--- src/rtl/tsreg_pkg.sv ---
package tsreg_pkg;
  localparam int unsigned WORD_W   = 16;
  localparam int unsigned PTR_W    = 8;
  localparam int unsigned NUM_REGS = 6;
  localparam int unsigned TEMP_W   = 13;
  localparam int unsigned CAP_W    = 5;

  typedef enum logic [1:0] {
    OP_PTR = 2'd0,
    OP_WR  = 2'd1,
    OP_RD  = 2'd2,
    OP_NOP = 2'd3
  } host_op_e;

  localparam int unsigned SEL_CAP   = 0;
  localparam int unsigned SEL_CFG   = 1;
  localparam int unsigned SEL_UPPER = 2;
  localparam int unsigned SEL_LOWER = 3;
  localparam int unsigned SEL_CRIT  = 4;
  localparam int unsigned SEL_TEMP  = 5;

  localparam int unsigned THR_LSB = 2;
  localparam int unsigned THR_MSB = 12;
endpackage

--- src/rtl/tsreg_ptr_dec.sv ---
module tsreg_ptr_dec
  import tsreg_pkg::*;
#(
  parameter int unsigned P_W = PTR_W,
  parameter int unsigned N_R = NUM_REGS
) (
  input  logic           clk,
  input  logic           rst_n,
  input  logic           load,
  input  logic [P_W-1:0] ptr_in,
  output logic [N_R-1:0] sel
);
  localparam int unsigned IDX_W = 3;

  logic [P_W-1:0] ptr_q;

  always_ff @(posedge clk) begin
    if (!rst_n)    ptr_q <= '0;
    else if (load) ptr_q <= ptr_in;
  end

  logic hi_set;
  logic [IDX_W-1:0] idx;
  assign hi_set = |ptr_q[P_W-1:IDX_W+1];
  assign idx    = ptr_q[IDX_W-1:0];

  always_comb begin
    sel = '0;
    for (int i = 0; i < int'(N_R); i++) begin
      if (!hi_set && (int'(idx) == i)) sel[i] = 1'b1;
    end
  end
endmodule

--- src/rtl/tsreg_cfg.sv ---
module tsreg_cfg
  import tsreg_pkg::*;
(
  input  logic              clk,
  input  logic              rst_n,
  input  logic              wr_en,
  input  logic [WORD_W-1:0] wdata,
  input  logic              event_stat,
  output logic [WORD_W-1:0] cfg_word,
  output logic              alarm_lock,
  output logic              crit_lock,
  output logic              clr_pulse
);
  logic [1:0] mode_q;
  logic [1:0] ctl_q;
  logic       alock_q, clock_q, shdn_q, clr_q;
  logic [1:0] hyst_q;
  logic       frozen;

  assign frozen = alock_q | clock_q;

  always_ff @(posedge clk) begin
    if (!rst_n) begin
      mode_q  <= '0;
      ctl_q   <= '0;
      alock_q <= 1'b0;
      clock_q <= 1'b0;
      shdn_q  <= 1'b0;
      hyst_q  <= '0;
      clr_q   <= 1'b0;
    end else begin
      clr_q <= wr_en & wdata[5];
      if (wr_en) begin
        if (!frozen) mode_q <= wdata[1:0];
        ctl_q   <= wdata[3:2];
        alock_q <= alock_q | wdata[6];
        clock_q <= clock_q | wdata[7];
        shdn_q  <= wdata[8];
        hyst_q  <= wdata[10:9];
      end
    end
  end

  assign cfg_word   = {5'b0, hyst_q, shdn_q, clock_q, alock_q, 1'b0,
                       event_stat, ctl_q, mode_q};
  assign alarm_lock = alock_q;
  assign crit_lock  = clock_q;
  assign clr_pulse  = clr_q;
endmodule

--- src/rtl/tsreg_limit.sv ---
module tsreg_limit
  import tsreg_pkg::*;
#(
  parameter int unsigned LSB = THR_LSB,
  parameter int unsigned MSB = THR_MSB
) (
  input  logic              clk,
  input  logic              rst_n,
  input  logic              wr_en,
  input  logic              lock,
  input  logic [WORD_W-1:0] wdata,
  output logic [WORD_W-1:0] value
);
  logic [MSB:LSB] val_q;

  always_ff @(posedge clk) begin
    if (!rst_n)              val_q <= '0;
    else if (wr_en && !lock) val_q <= wdata[MSB:LSB];
  end

  always_comb begin
    value          = '0;
    value[MSB:LSB] = val_q;
  end
endmodule

--- src/rtl/tsreg_bank.sv ---
module tsreg_bank
  import tsreg_pkg::*;
#(
  parameter logic [CAP_W-1:0] CAP_FEATURES = 5'b00001
) (
  input  logic              clk,
  input  logic              rst_n,
  input  logic              req_valid,
  output logic              req_ready,
  input  logic [1:0]        req_op,
  input  logic [WORD_W-1:0] req_data,
  output logic              rsp_valid,
  input  logic              rsp_ready,
  output logic [WORD_W-1:0] rsp_data,
  input  logic [TEMP_W-1:0] temp_in,
  input  logic              flag_crit_in,
  input  logic              flag_high_in,
  input  logic              flag_low_in,
  input  logic              event_stat_in,
  output logic [WORD_W-1:0] cfg_word,
  output logic [WORD_W-1:0] upper_word,
  output logic [WORD_W-1:0] lower_word,
  output logic [WORD_W-1:0] crit_word,
  output logic              clr_event
);
  localparam int unsigned N_LIM = 3;

  logic accept, ptr_wr, reg_wr, reg_rd;
  logic [NUM_REGS-1:0] sel;
  logic alarm_lock, crit_lock;
  logic [WORD_W-1:0] lim_val [N_LIM];
  logic [WORD_W-1:0] cap_word, temp_word, rd_word;

  assign req_ready = !rsp_valid || rsp_ready;
  assign accept    = req_valid && req_ready;
  assign ptr_wr    = accept && (req_op == OP_PTR);
  assign reg_wr    = accept && (req_op == OP_WR);
  assign reg_rd    = accept && (req_op == OP_RD);

  tsreg_ptr_dec #(.P_W(PTR_W), .N_R(NUM_REGS)) u_ptr (
    .clk    (clk),
    .rst_n  (rst_n),
    .load   (ptr_wr),
    .ptr_in (req_data[PTR_W-1:0]),
    .sel    (sel)
  );

  tsreg_cfg u_cfg (
    .clk        (clk),
    .rst_n      (rst_n),
    .wr_en      (reg_wr && sel[SEL_CFG]),
    .wdata      (req_data),
    .event_stat (event_stat_in),
    .cfg_word   (cfg_word),
    .alarm_lock (alarm_lock),
    .crit_lock  (crit_lock),
    .clr_pulse  (clr_event)
  );

  for (genvar g = 0; g < N_LIM; g++) begin : g_lim
    localparam int unsigned SEL_IDX = SEL_UPPER + g;
    logic lim_lock;
    if (SEL_IDX == SEL_CRIT) begin : g_crit
      assign lim_lock = crit_lock;
    end else begin : g_alarm
      assign lim_lock = alarm_lock;
    end
    tsreg_limit #(.LSB(THR_LSB), .MSB(THR_MSB)) u_lim (
      .clk   (clk),
      .rst_n (rst_n),
      .wr_en (reg_wr && sel[SEL_IDX]),
      .lock  (lim_lock),
      .wdata (req_data),
      .value (lim_val[g])
    );
  end

  assign upper_word = lim_val[0];
  assign lower_word = lim_val[1];
  assign crit_word  = lim_val[2];

  assign cap_word  = {{(WORD_W-CAP_W){1'b0}}, CAP_FEATURES};
  assign temp_word = {flag_crit_in, flag_high_in, flag_low_in, temp_in};

  always_comb begin
    rd_word = '0;
    if (sel[SEL_CAP])   rd_word = rd_word | cap_word;
    if (sel[SEL_CFG])   rd_word = rd_word | cfg_word;
    if (sel[SEL_UPPER]) rd_word = rd_word | upper_word;
    if (sel[SEL_LOWER]) rd_word = rd_word | lower_word;
    if (sel[SEL_CRIT])  rd_word = rd_word | crit_word;
    if (sel[SEL_TEMP])  rd_word = rd_word | temp_word;
  end

  always_ff @(posedge clk) begin
    if (!rst_n) begin
      rsp_valid <= 1'b0;
      rsp_data  <= '0;
    end else if (reg_rd) begin
      rsp_valid <= 1'b1;
      rsp_data  <= rd_word;
    end else if (rsp_ready) begin
      rsp_valid <= 1'b0;
    end
  end
endmodule

--- config.mk ---
export PLATFORM = sky130hd
export DESIGN_NAME = tsreg_bank
export DESIGN_NICKNAME = d
export VERILOG_FILES = /design/src/rtl/tsreg_pkg.sv /design/src/rtl/tsreg_ptr_dec.sv /design/src/rtl/tsreg_cfg.sv /design/src/rtl/tsreg_limit.sv /design/src/rtl/tsreg_bank.sv
export SDC_FILE = /design/constraint.sdc
export NUM_CORES = 1
export LEC_CHECK = 0
export ABC_CLOCK_PERIOD_IN_PS = 5890
export BUFFER_PORTS_ARGS = -buffer_cell sky130_fd_sc_hd__buf_2
export CAP_MARGIN = 15
export CORE_MARGIN = 8
export CORE_UTILIZATION = 54
export DETAILED_ROUTE_END_ITERATION = 8
export PLACE_DENSITY = 0.94
export SKIP_LAST_GASP = 1
export SYNTH_ARGS = -nofsm -noshare
export SYNTH_HDL_FRONTEND = slang
export SYNTH_HIERARCHICAL = 1
export SYNTH_SLANG_ARGS = --single-unit
--- constraint.sdc ---
create_clock -name clk -period 5.89 [get_ports clk]
set_input_delay 0 -clock clk [delete_from_list [all_inputs] [get_ports clk]]
set_output_delay 0 -clock clk [all_outputs]
set_load 0.05 [all_outputs]
### Word level (Yosys, flattened, before mapping)

Index checks and enable logic that the tools add are counted.

| operators by class | value |
|---|---|
| add/subtract/negate cells | 0 |
| multipliers | 0 |
| divide/modulo/power cells | 0 |
| $lt $le $gt $ge | 0 |
| equality and inequality tests | 7 |
| shift-type cells | 0 |
| multiplexer cells | 14 |
| bitwise gates (word level) | 10 |
| reduce and logical (&&, ||, !) cells | 27 |

Operators with widths:

| operator | count |
|---|---|
| 16-bit two-way mux | 4 |
| 16-bit by 13-bit bitwise OR with 16-bit output | 3 |
| 1-bit logical AND | 17 |
| 16-bit bitwise OR | 1 |
| 3-bit == test (second input constant) | 4 |
| 11-bit two-way mux | 1 |
| 1-bit by 11-bit bitwise OR with 11-bit output | 1 |
| 1-bit two-way mux | 9 |
| 1-bit logical NOT | 4 |
| 4-bit OR reduction | 1 |
| 3-bit by 2-bit == test with 1-bit output (second input constant) | 1 |
| 3-bit logical NOT | 1 |
| 1-bit bitwise OR | 3 |
| 2-bit by 1-bit == test with 1-bit output (second input constant) | 1 |
| 2-bit == test (second input constant) | 1 |
| 2-bit logical NOT | 1 |
| 2-bit AND reduction | 1 |
| 2-bit nonzero test | 1 |
| 1-bit bitwise AND | 1 |
| 1-bit logical OR | 1 |
| 1-bit inverter | 1 |

| storage, ports and cells | value |
|---|---|
| register bits after elaboration | 68 |
| latch bits | 0 |
| memory bits (writable) | 0 |
| memory bits (read-only) | 0 |
| output and inout bits | 83 |
| word-level logic and storage cells | 71 |
| memories | 0 |

### Longest topological paths before layout

Gate-level depths: netlist (run 1).

| logic depth | value |
|---|---|
| depth in word-level cells | 15 |
| gate-level depth with buffers | 8 |
| mapped depth without buffers | 5 |

### By module

Netlist (run 1), hierarchy kept.

By module, submodules not included:

| module | instances | cells each | area an instance (um^2) |
|---|---|---|---|
| tsreg_limit | 3 | 54 | 505.5 |
| tsreg_bank | 1 | 114 | 1,126.1 |
| tsreg_cfg | 1 | 45 | 459.2 |
| tsreg_ptr_dec | 1 | 30 | 335.3 |

### Worst setup path after synthesis (run 1)

Ideal clock, no wire load.

| path | value |
|---|---|
| path type | register to register |
| start | register u_ptr.ptr_q[4] |
| end | register u_cfg.mode_q[0] |
| data arrival time | 2.236 ns |
| required time | 5.818 ns |
| path slack | 3.582 ns |
| cell stages (with the launch flop) | 9 |
| path buffers | 3 |
| period minus slack after synthesis | 2.308 ns |
| path through | dfxtp_1 > or4_4 > nor4b_1 > buf_2 > clkbuf_1 > and2_1 > buf_6 > nor3b_4 > mux2i_1 |

| between the ends | value |
|---|---|
| word-level cells in the longest chain between the ends | 6 |

RTL lines:

| what | RTL line | text |
|---|---|---|
| start, declared | tsreg_ptr_dec.sv:15 | `logic [P_W-1:0] ptr_q;` |
| start signal, assigned | tsreg_ptr_dec.sv:19 | `else if (load) ptr_q <= ptr_in;` |
| 4-bit OR reduction | tsreg_ptr_dec.sv:24 | `assign hi_set = \|ptr_q[P_W-1:IDX_W+1];` |
| 1-bit logical NOT | tsreg_ptr_dec.sv:30 | `if (!hi_set && (int'(idx) == i)) sel[i] = 1'b1;` |
| 1-bit logical AND | tsreg_ptr_dec.sv:30 |  |
| 1-bit two-way mux | tsreg_ptr_dec.sv:30 |  |
| named net sel[1] | tsreg_bank.sv:29 | `logic [NUM_REGS-1:0] sel;` |
| 1-bit logical AND | tsreg_bank.sv:51 | `.wr_en (reg_wr && sel[SEL_CFG]),` |
| 2-bit AND reduction (no line) | n/a |  |
| end signal, assigned | tsreg_cfg.sv:34 | `if (!frozen) mode_q <= wdata[1:0];` |
| end, declared | tsreg_cfg.sv:14 | `logic [1:0] mode_q;` |

The timed path passes the listed nets, and every way through them passes these cells.
A chain may end at the register's enable or synchronous reset.

### Worst setup path after layout (run 1)

| path | value |
|---|---|
| start | register u_ptr.ptr_q[4] |
| end | register g_lim[1].u_lim/val_q[6] (netlist name) |

| between the ends | value |
|---|---|
| word-level cells in the longest chain between the ends | 6 |

RTL lines:

| what | RTL line | text |
|---|---|---|
| 4-bit OR reduction | tsreg_ptr_dec.sv:24 |  |
| 1-bit logical NOT | tsreg_ptr_dec.sv:30 |  |
| 1-bit logical AND | tsreg_ptr_dec.sv:30 |  |
| 1-bit two-way mux | tsreg_ptr_dec.sv:30 |  |
| named net sel[3] | tsreg_bank.sv:29 |  |
| 1-bit logical AND | tsreg_bank.sv:71 | `.wr_en (reg_wr && sel[SEL_IDX]),` |
| 1-bit logical AND | tsreg_limit.sv:18 | `else if (wr_en && !lock) val_q <= wdata[MSB:LSB];` |
| end signal, assigned | tsreg_limit.sv:18 |  |
| end, declared | tsreg_limit.sv:14 | `logic [MSB:LSB] val_q;` |

The timed path passes the listed nets, and every way through them passes these cells.

==> results.md, run 1 <==
Clock tree:
- The clock transition time at the flip-flop clock pins of the worst setup and hold paths is roughly 0.080 ns.
- Clock tree synthesis found a total of 67 sinks.
- The buffer cell driving the clock tree root is clkbuf_8.
- The clock passes through at most 2 buffers.
- The later-pin clock latency in the skew report is around 0.34 ns.
- The number of buffers created by CTS is 9.
- TritonCTS built the clock tree.
- The clock tree synthesis step divided the H-tree into 3 levels.

Route:
- The iteration-0 DRC count of the detailed router is 223.
- For this run, design rule violations remaining after detail routing come to 0.
- The detail-routed net length per standard cell is a little under 20 µm.
- The count of nets left with antenna violations once routing finished came out at 0.
- The via count of the routed design is 3081.
- The first-pass detailed-route iteration total is 5.
- The number of vias per cell after detailed routing is 5.90.
- For this block, the routed nets add up to 10.3 mm of wire.

Synth:
- The count of different cell masters after synthesis is 34.
- Each instance of the synthesized netlist takes up on average 9.79 µm².
- The cell taking the most area after synthesis is dfxtp_1.
- In the synthesized netlist the async set-or-reset flop fraction comes to 0.
- The number of synthesized register bits is 67.
- The cell area after technology mapping is 3440 µm².
- Yosys printed 6 warnings.
- Synthesis produced a netlist whose cell count is 351.
- By area the synthesized netlist is led by dfxtp_1 39%, mux2i_1 14%, nand2_1 7.8%, buf_4 5.7%, a222oi_1 4.4%.
- The share of the Yosys chip area taken by registers is 0.390.
- The most used flip-flop cell after synthesis is dfxtp_1.
- The area share of the largest cell type after synthesis is 0.390.
- The synthesized design contains 0 enable-type register cells.

Setup path:
- Data on the critical path is required at its endpoint by roughly 6 ns.
- The slowest stage of the critical path belongs to the cell and4b_1.
- The critical path goes through nor4_1 > and4b_1 > and2_1 > nor2b_4 > mux2i_1.
- In this run the worst path has a maximum fanout of 17.
- The setup path with the least slack is of type flip-flop to flip-flop.
- The worst path arrival time is 2.86 ns.
- The type of destination of the critical path is a flip-flop.
- The worst setup path is launched from a flip-flop.
- The delay of the slowest cell on the worst path is 0.82 ns.

Timing:
- Setup repair after global routing left no endpoint under its margin.
- In the final timing run, aggregate negative setup slack is 0 ns.
- The period utilization is 0.440.
- Setup slack on the critical path of the routed design comes to 3.30 ns.
- The top achievable clock speed is about 390 MHz.
- Clock skew on the completed layout was measured at about 0.011 ns.
- The count of final max-slew check failures is 0.
- The final setup violation count is 0.
- The clock period could shrink to 2.59 ns.
- The relative slew slack is 0.413.
- The number of hold violations in the final report was 0.
- The pin slew with the least headroom to its limit is 0.881 ns.

Outcome:
- The run finished with clean final reports.

Power and ir drop:
- In this run the power density over the cells is 251 nW/µm².
- The static leakage is 1.63 nW.
- Across the VDD grid, the largest voltage drop is roughly 0.00016 V.

GRT:
- The pin count of the biggest net entering global routing is 87.
- The number of antenna violations at the first check in global routing was 1.
- Global routing finished with a remaining overflow of 0.
- For this run, the total global-route usage over all layers was measured as 0.222.
- The via count of the first global-routing pass is around 3100.
- The first global-routing pass estimated between 15 and 20 mm of wire.

Floorplanning:
- The number of primary I/O pins is 122.
- The die covers 9170 µm².
- After floorplanning, the core was sized to cover 6240 µm².
- The floorplan die width is between 90 and 100 µm.
- The die is 95.8 µm tall.
- The floorplan has 29 rows.
- For this configuration, the core starts out at a cell density of 0.551.

Cells and area:
- The final non-filler cell area is 4050 µm².
- Of the cells placed in the final design, the portion with a size suffix greater than 1 is 0.313.
- The multi-input gate area in the final layout is 1740 µm².
- The sequential cell area is 1340 µm².
- The top cell types in the final layout, fill and taps aside, are 98 x buf_2, 71 x nand2_1, 67 x dfxtp_1.
- The total of fill cells in the finished design is 514.
- The library cell used most frequently in the layout, excluding fill and tap cells, is buf_2.
- The layout overhead on the synthesized area is 17.9%.
- The final layout contains 478 nets.

Placed design:
- Once placement finished, the instance area stood at 3700 µm².
- The final estimated routing congestion in global placement is 0.836.
- The sum of net half-perimeters after detailed placement is about 7.1 mm.
- The worst slack at placement is 3.37 ns.
- The number of port buffers is 97.

Job:
- The number of violations of the max-capacitance limit is 0.

Worst hold path:
- The tightest min-delay check is of the input pin to flip-flop type.
-- path summary, 6_finish.rpt --
kind	from	to	slack [ns]	cells after the start
worst max-delay path	u_ptr/ptr_q[4]	g_lim[1].u_lim/val_q[6]	3.30	5
worst min register to register	g_lim[2].u_lim/val_q[4]	g_lim[2].u_lim/val_q[4]	0.47	2
worst min-delay path	flag_crit_in	rsp_data[15]	0.09	3
worst max register to register	u_ptr/ptr_q[4]	g_lim[1].u_lim/val_q[6]	3.30	5
-- where the power goes --
| part | total (mW) | switching (mW) | leakage [nW] | internal [mW] |
|---|---|---|---|---|
| Combinational | 0.147 | 0.106 | 0.979 | 0.0404 |
| Sequential | 0.466 | 0.00562 | 0.542 | 0.461 |
| Clock | 0.406 | 0.185 | 0.106 | 0.220 |
-- through the flow --
stage                     std cells  hold slack [ns]  utilization  total power, mW
after floorplan                 368            0.128            -            0.595
after global placement          491            0.270        0.594            0.610
after detailed placement        491            0.284        0.594            0.614
after CTS                       520           0.0791        0.648             1.02
after global routing            522            0.104        0.650             1.06
final                           522           0.0885        0.650             1.02
-- flip-flops by register name, summed over array words and instances, names as in the netlist --
| name | count |
|---|---|
| u_cfg/hyst_q | 2 |
| u_cfg/alarm_lock | 1 |
| rsp_data | 16 |
| u_cfg/shdn_q | 1 |
| u_cfg/mode_q | 2 |
| u_cfg/crit_lock | 1 |
| g_lim.u_lim/val_q | 33 |
| rsp_valid | 1 |
| u_ptr/ptr_q | 7 |
| u_cfg/ctl_q | 2 |
| u_cfg/clr_pulse | 1 |
-- cells in the mapped netlist, types with 2 or more instances --
cell type / instances
mux2i_1: 47
buf_4: 26
a31oi_1: 16
nand2_1: 71
clkbuf_1: 7
nor2b_1: 15
a222oi_1: 15
dfxtp_1: 67
conb_1: 4
nor2b_4: 3
nor4_1: 2
a21oi_1: 4
and2_1: 4
nor4b_1: 2
a311oi_1: 6
buf_6: 9
a22oi_1: 15
and4b_1: 3
buf_8: 3
a311oi_2: 10
buf_2: 9
-- routing by layer --
metal,part of all wire,routed length [µm],global-route usage,vias to the layer above
met3,0.099,1020,0.0569,25
li1,-,-,-,1414
met1,0.40,4170,0.258,1489
met4,0.031,322,0.133,0
met5,0,0,0,-
met2,0.47,4810,0.360,153
-- final cells by class --
class	instances	area share
repair buffers	116	0.162
well taps	77	0.0238
multi-input cells	244	0.429
flip-flops and latches	67	0.331
diodes	1	0.000617
inverters	1	0.000926
clock buffers	11	0.0373
clock inverters	5	0.0148
-- critical path: cells and delay by family, from the launching register on --
kind,cells,cell delay (ns)
DFF,1,0.33
muxes,1,0.25
and+or+nand+nor,4,1.93
-- cell families (layout without fill, tap and decap cells) --
kind of cell / after synthesis / in the layout / share of synthesized area
AND/OR/NAND/NOR: 108 / 108 / 0.165
AO/OA/AOI/OAI: 68 / 68 / 0.175
flip-flops: 67 / 67 / 0.390
buffers and inverters: 57 / 133 / 0.128
multiplexers: 47 / 47 / 0.137
other: 4 / 22 / 0.00437
-- timing repair --
action,in CTS,in global routing
setup buffers,0,0
hold buffers,13,0
resized for setup,0,0
endpoints found under the hold margin,43,0
No activity file was read; power rests on OpenSTA's default activity.
==> run 2: changes to the inputs <==
- ABC_CLOCK_PERIOD_IN_PS: 5890 -> 2150
- CORE_UTILIZATION: 54 -> 45
- PLACE_DENSITY: 0.94 -> 0.84
- clock period: 5.89 -> 2.15 ns (I/O delays scaled with it)
==> results.md, run 2 (synthesis results as in run 1) <==
Outcome:
- The flow ran to the end, and the final reports show no timing, DRC or antenna violations.

Placed design:
- Once detailed placement completed, the half-perimeter wirelength came to between 7 and 8 mm.
- The cell count after placement is 526.
- The number of port buffers is a little under 100.
- Summing all placed instances gives a cell area of 3820 µm².
- The final estimated routing congestion in global placement is around 0.86.

GRT:
- The total overflow left after global routing is 0.
- Across every metal layer, demand over resource in global routing totals 0.198.
- The number of antenna violations at the first check in global routing is 0.
- The via count of the first global-routing pass was 3059.
- The first global-routing pass estimated 16.0 mm of wire.
- Entering global routing, the biggest net connects 57 pins.

Timing:
- Setup violations remaining at the end of the flow were counted as 0.
- The relative slew slack is 0.513.
- The worst clock skew on the final layout is 0.00784 ns.
- At the pin with the least slew margin, the transition time is 0.726 ns.
- The count of final max-slew check failures is 0.
- The top achievable clock speed is 486 MHz.
- The shortest clock period the worst path allows after layout is around 2.1 ns.
- Of the available clock period, the critical path in the final layout requires 0.957.
- The number of hold violations in the final report is 0.
- Final hold analysis gives a worst-case slack of between 0.07 and 0.08 ns.

Worst hold path:
- In this run the most critical hold path is launched from temp_in[0].
- In this run the worst hold path is classified as input pin to flip-flop.

Clock tree:
- The maximum clock path buffer count is 2.
- After clock tree synthesis, the repair step resized 0 gates.
- The H-tree depth is 3.
- The later pin in the worst-skew pair is clocked with a latency of 0.34 ns.
- The number of clock buffers added by TritonCTS is 9.
- TritonCTS built the clock tree.
- The root buffer cell chosen for the clock tree is clkbuf_8.
- The clock transition time at the flip-flop clock pins of the worst setup and hold paths is 0.08 ns.
- The count of clock tree sinks is 67.

Route:
- The first detailed-routing pass took 5 iterations.
- Dividing the detail-routed via count by the number of cells gives between 5 and 6.
- For this run, design rule violations remaining after detail routing come to 0.
- Detailed routing placed a total of 901 µm of wire on met3.
- Signal routing reaches up to met4.
- The routed design uses roughly 5 mm of met2 wire.
- The final route contains 3012 vias.
- The total length of routed wires is 10.7 mm.
- The iteration-0 DRC count of the detailed router is ~200.
- After detailed routing, the wire length on met1 is 4.58 mm.
- The detail-routed net length per standard cell is 19.3 µm.
- The count of nets left with antenna violations once routing finished came out at 0.

Power and ir drop:
- In this run the static leakage power is 1.69 nW.
- In this run the power spent charging and discharging nets is 0.797 mW.
- The total power is around 2.9 mW.
- The fraction of power consumed by the clock network is 0.409.
- The sequential cell fraction of total power is 0.447.
- IR analysis of the VDD net gives a maximum drop of 0.000325 V.
- Of the total power, combinational logic draws 0.144.
- In this run the power density over the cells is ~700 nW/µm².
- The switching share of power is 0.279.
- Internal power comes to 2.06 mW.

Floorplanning:
- The floorplan die width is approximately 100 µm.
- The y dimension of the die is 103 µm.
- After floorplanning, the core was divided into 32 placement rows.
- The placeable core area is roughly 7600 µm².
- 122 I/O pins were placed.
- The initial standard-cell utilization of the core is 0.454.
- The die footprint is 10700 µm².

Setup path:
- The element type at the critical path start is a flip-flop.
- The maximum net fanout on the critical path is 11.
- The start of the worst register-to-register path is u_ptr/ptr_q[4].
- Tracing the worst setup path back leads to its startpoint at u_ptr/ptr_q[4].
- Data arrives at the worst endpoint at 2.32 ns.
- The worst setup path is captured at a flip-flop.
- The critical path is of the flip-flop to flip-flop type.
- STA puts the critical path data required time at 2.41 ns.

Cells and area:
- The number of inserted diodes is 0.
- The number of flip-flops under the largest register name is 33.
- Leaving out fill and tap cells, the most frequent cells in the layout are 97 x buf_2, 71 x nand2_1, 67 x dfxtp_1.
- The most common library cell in the layout ignoring fill and taps is buf_2.
- The total of fill cells in the finished design is 657.
- Once layout is done, the placed cells without fillers occupy 4190 µm².
- The largest registers in the layout are g_lim.u_lim/val_q: 33 flops, rsp_data: 16 flops, u_ptr/ptr_q: 7 flops.
- The area growth from synthesis to layout is 22.0%.
- More flip-flops sit in one register than any other, and that register is g_lim.u_lim/val_q.
- The post-layout net count is roughly 500.
- For this run, the number of standard cells in the final layout without fillers is 556.
- The share of the core filled with cells in the final layout is 0.554.
- In the final layout, the share of cells above drive strength 1 is 0.324.

Job:
- Max-cap violations in this run came to 0.
run 2: routing by layer:
metal | vias to the layer above | track usage
met3 | 16 | 0.0469
li1 | 1429 | -
met4 | 0 | 0.109
met1 | 1436 | 0.236
met5 | - | 0
met2 | 131 | 0.321
run 2: worst max-delay path, stage by stage (launching register included):
cell     delay, ns
dfxtp_1       0.33
nor4_1        0.50
and4b_1       0.33
and2_1        0.14
nor2b_4       0.42
mux2i_1       0.26
run 2: worst paths after layout:
| check | end | slack [ns] | cells after the start |
|---|---|---|---|
| setup / recovery | g_lim[1].u_lim/val_q[6] | 0.09 | 5 |
| setup reg to reg | g_lim[1].u_lim/val_q[6] | 0.09 | 5 |
| hold reg to reg | g_lim[1].u_lim/val_q[10] | 0.48 | 2 |
| hold / removal | rsp_data[0] | 0.08 | 3 |
run 2: layout make-up:
| cell class | count | area, µm² | area share |
|---|---|---|---|
| Tap cell | 102 | 128 | 0.0304 |
| Sequential cell | 67 | 1340 | 0.320 |
| Timing Repair Buffer | 126 | 761 | 0.181 |
| Clock inverter | 4 | 73.8 | 0.0176 |
| Multi-Input combinational cell | 244 | 1740 | 0.415 |
| Inverter | 1 | 3.75 | 0.000895 |
| Clock buffer | 12 | 145 | 0.0346 |
run 2: timing repair:
| item | in CTS | in global routing |
|---|---|---|
| endpoints found under the hold margin | 42 | 0 |
| hold buffers | 13 | 0 |
| endpoints found under the setup margin | 0 | 12 |
| setup buffers | 0 | 1 |
run 2: power groups by stage:
stage	clock network (mW)	registers, mW	logic, mW
2_1_floorplan	0	1.36	0.266
3_3_place_gp	0	1.30	0.376
3_5_place_dp	0	1.31	0.384
4_1_cts	1.19	1.28	0.403
5_1_grt	1.24	1.28	0.435
6_report	1.17	1.28	0.412
run 2: through the flow:
stage | worst slack, ns | setup TNS, ns
after CTS | 0.0991 | 0
final | 0.0919 | 0
after floorplan | -0.00580 | -0.0116
after global placement | 0.174 | 0
after global routing | -0.0563 | -0.514
after detailed placement | 0.119 | 0
==> run 3: changes to the inputs <==
- ABC_AREA: unset -> 1
- BUFFER_PORTS_ARGS: -buffer_cell sky130_fd_sc_hd__buf_2 -> unset
- CORE_UTILIZATION: 45 -> 55
- CTS_CLUSTER_SIZE: unset -> 16
- DONT_BUFFER_PORTS: unset -> 1
- PLACE_DENSITY: 0.84 -> 0.81
==> results.md, run 3 <==
Cells and area:
- The largest registers in the layout are g_lim.u_lim/val_q: 33 flops, rsp_data: 16 flops, u_ptr/ptr_q: 7 flops.
- The fraction of layout instances using a drive strength above 1 is 0.106.
- The post-layout net count is 724.
- Leaving out fill and tap cells, the most frequent cells in the layout are 195 x nand2_1, 156 x nor2_1, 94 x inv_1.
- The number of flip-flops under the largest register name is 33.
- The top register by number of flip-flops is g_lim.u_lim/val_q.
- The area growth from synthesis to layout is 15.2%.
- The most common library cell in the layout ignoring fill and taps is nand2_1.

GRT:
- For this run, the total global-route usage over all layers was measured as 0.233.
- The pin count of the biggest net entering global routing is 66.
- The total grt overflow is 0.
- The number of antenna violations at the first check in global routing came to 2.
- The first-pass GRT wire length is about 18 mm.
- The via count of the first global-routing pass is around 3700.

Clock tree:
- The number of buffers created by CTS is 9.
- The clock transition time at the flip-flop clock pins of the worst setup and hold paths is 0.08 ns.
- The tree built by TritonCTS fans out to 67 sinks.
- The clock reaches the later pin of the worst-skew pair after ~0.35 ns.
- No sink is reached through more buffers than the 2 on the longest clock path.
- TritonCTS built the clock tree.
- The root buffer cell chosen for the clock tree is clkbuf_8.
- In this run the number of H-tree levels came out at 3.

Setup path:
- The critical path goes through nand2_2 > nand4_1 > nor2_1 > buf_6 > nand3_1 > nand2_1 > dlygate4sd3_1 > nor2_1.
- The total buffers and inverters traversed by the critical path is 2.
- For the worst setup path, the data required time is 2.40 ns.
- The worst path arrival time is ~2.3 ns.
- The cell seen most often among critical-path stages is nor2_1.
- In this design, the largest share of critical-path delay is due to simple AND/OR/NAND/NOR gates.
- The maximum net fanout on the critical path is 11.
- The element type at the critical path start is a flip-flop.
- The cell type of the slowest stage on the worst timing path is dlygate4sd3_1.
- The delay of the slowest cell on the worst path is between 0.5 and 0.6 ns.
- The critical path is of the flip-flop to flip-flop type.
- The type of destination of the critical path is a flip-flop.

Route:
- The number of vias per cell after detailed routing is just under 5.
- For this run, design rule violations remaining after detail routing come to 0.
- The first TritonRoute pass finished after 5 iterations.
- The total length of routed wires is between 10 and 15 mm.
- In this run the remaining antenna-violating nets after routing total 0.
- The via count of the routed design is 3801.
- The detail-routed net length per standard cell is ~15 µm.
- The iteration-0 DRC count of the detailed router is 191.

Timing:
- The period utilization is 0.927.
- The worst path needs 1.99 ns of the cycle, external delays included.
- At the pin with the least slew margin, the transition time is just over 0.6 ns.
- The sum of negative setup slack is 0 ns.
- Final hold analysis gives a worst-case slack of -0.00647 ns.
- The number of hold violations in the final report was 1.
- Based on the critical path, the design can be clocked at up to 501 MHz.
- Headroom to the max-slew limit came out at 0.588.
- The worst clock skew on the final layout is 0.0124 ns.
- The count of final max-slew check failures is 0.
- Setup repair after global routing left no endpoint under its margin.
- Setup violations remaining at the end of the flow were counted as 0.
- The least setup slack across all paths after layout is 0.156 ns.

Placed design:
- Input and output buffers added on the ports amount to 0.
- Summed over all nets, the half-perimeter wirelength after detailed placement is ~8 mm.
- Routability-driven placement finished with a final weighted congestion of 0.871.
- The worst slack at placement is 0.470 ns.

Outcome:
- The run finished, with violations left.
- The final reports fail on negative hold slack.

Job:
- The tool flagged a number of max-cap violations equal to 0.

Floorplanning:
- The die footprint is 9880 µm².
- The placeable core area is between 6000 and 7000 µm².
- The die is 99.4 µm tall.
- For this configuration, the core starts out at a cell density of 0.566.
- The die is approximately 99 µm wide.
- 122 I/O pins were placed.
- Row generation in the floorplan step produced 30 rows.

Synth:
- In the post-synthesis netlist, the biggest area contributors are dfxtp_1 35%, nand2_1 19%, nor2_1 16%, inv_1 9.2%, buf_4 6.3%.
- The area share of the largest cell type after synthesis is 0.351.
- Each instance of the synthesized netlist takes up on average around 5.9 µm².
- The predominant post-synthesis flop cell is dfxtp_1.
- After technology mapping, the gate count stands at 647.
- The count of yosys warnings during synthesis is 6.
- After synthesis, the most frequently instantiated cells are 196 x nand2_1, 158 x nor2_1, 94 x inv_1.
- In this run, distinct cell masters in the synthesized netlist total 21.
- Yosys mapped a number of flops with a built-in enable equal to 0.
- The leading cell type by number of instances after synthesis is nand2_1.
- The cell taking the most area after synthesis is dfxtp_1.
- Counting flops and latches in the post-synthesis netlist gives 67.
- Counting flops with an async set or reset pin after synthesis yields a share of 0.
- The cell area after technology mapping is 3830 µm².
- The share of synthesized area occupied by flip-flops and latches is 0.351.

Worst hold path:
- The min-delay analysis places its worst path in the category input pin to flip-flop.

Power and ir drop:
- The power density over the cells is 659 nW/µm².
- The static leakage is 2.38 nW.
- Across the VDD grid, the largest voltage drop is between 0.0003 and 0.0004 V.
- The total power is 2.90 mW.
-- run 3: cell types whose count changed after synthesis, moves of 7 or more --
cell	delta
nand3_1	+37
nand2_1	+125
nand2_2	+7
o21ai_0	+12
a311oi_2	-10
inv_1	+94
a22oi_1	-15
clkbuf_1	-7
a31oi_1	-16
nor2_1	+158
a222oi_1	-15
nor2b_1	-15
mux2i_1	-47
-- run 3: path summary, 6_finish.rpt --
kind         slack (ns)                 endpoint  depth (start not counted)      startpoint
max reg2reg        0.16  g_lim[1].u_lim/val_q[9]                          8       rsp_valid
min reg2reg        0.51           u_ptr/ptr_q[7]                          2  u_ptr/ptr_q[7]
min              -0.006              rsp_data[1]                          6      temp_in[1]
max                0.16  g_lim[1].u_lim/val_q[9]                          8       rsp_valid
-- run 3: cell type report --
type                       instances  area, µm²
antenna                            2       5.00
clock buffer                       9        124
clock inverter                     7        103
fill                             611       2350
inverter                         100        375
multi-input combinational        444       1800
sequential                        67       1340
tap                               80        100
timing repair buffer              63        564
-- run 3: power breakdown --
group          switching (mW)  internal [mW]
sequential             0.0804           1.27
clock                   0.527          0.660
combinational           0.262          0.107
total                   0.869           2.03
-- run 3: tightest hold or removal path, cell delays in order --
cell and delay (ns):
nand2_1 0.05, nand2_1 0.07, nor2_1 0.05, nand2_1 0.05
nor2_1 0.03, nor2_1 0.06
-- run 3: logic make-up after synthesis --
group,count (synthesis),share of synthesized area
AND/OR/NAND/NOR,406,0.424
other,4,0.00392
buffers and inverters,153,0.199
AO/OA/AOI/OAI,17,0.0229
flip-flops,67,0.351
-- run 3: timing repair --
action                                  CTS  global route
endpoints found under the setup margin    0             5
endpoints found under the hold margin    67             0
resized for setup                         0             4
hold buffers                             28             0
setup buffers                             0             0
-- run 3: through the flow --
| stage | hold WS (ns) | area, µm² | cells | util |
|---|---|---|---|---|
| detailed placement | 0.000849 | 3870 | 726 | 0.572 |
| global placement | 0.000855 | 3870 | 726 | 0.572 |
| floorplan | 0.121 | 3890 | 664 | - |
| finish | -0.00647 | 4410 | 772 | 0.652 |
| CTS | 0.000829 | 4390 | 770 | 0.650 |
| global route | 0.000550 | 4410 | 772 | 0.652 |
-- run 3: metal layers --
layer  up-vias  GRT usage  routed length, µm
li1       1922          -                  -
met1      1676      0.230               4170
met2       171      0.405               5580
met3        32      0.101               1270
met4         0      0.125                417
met5         -          0                  0
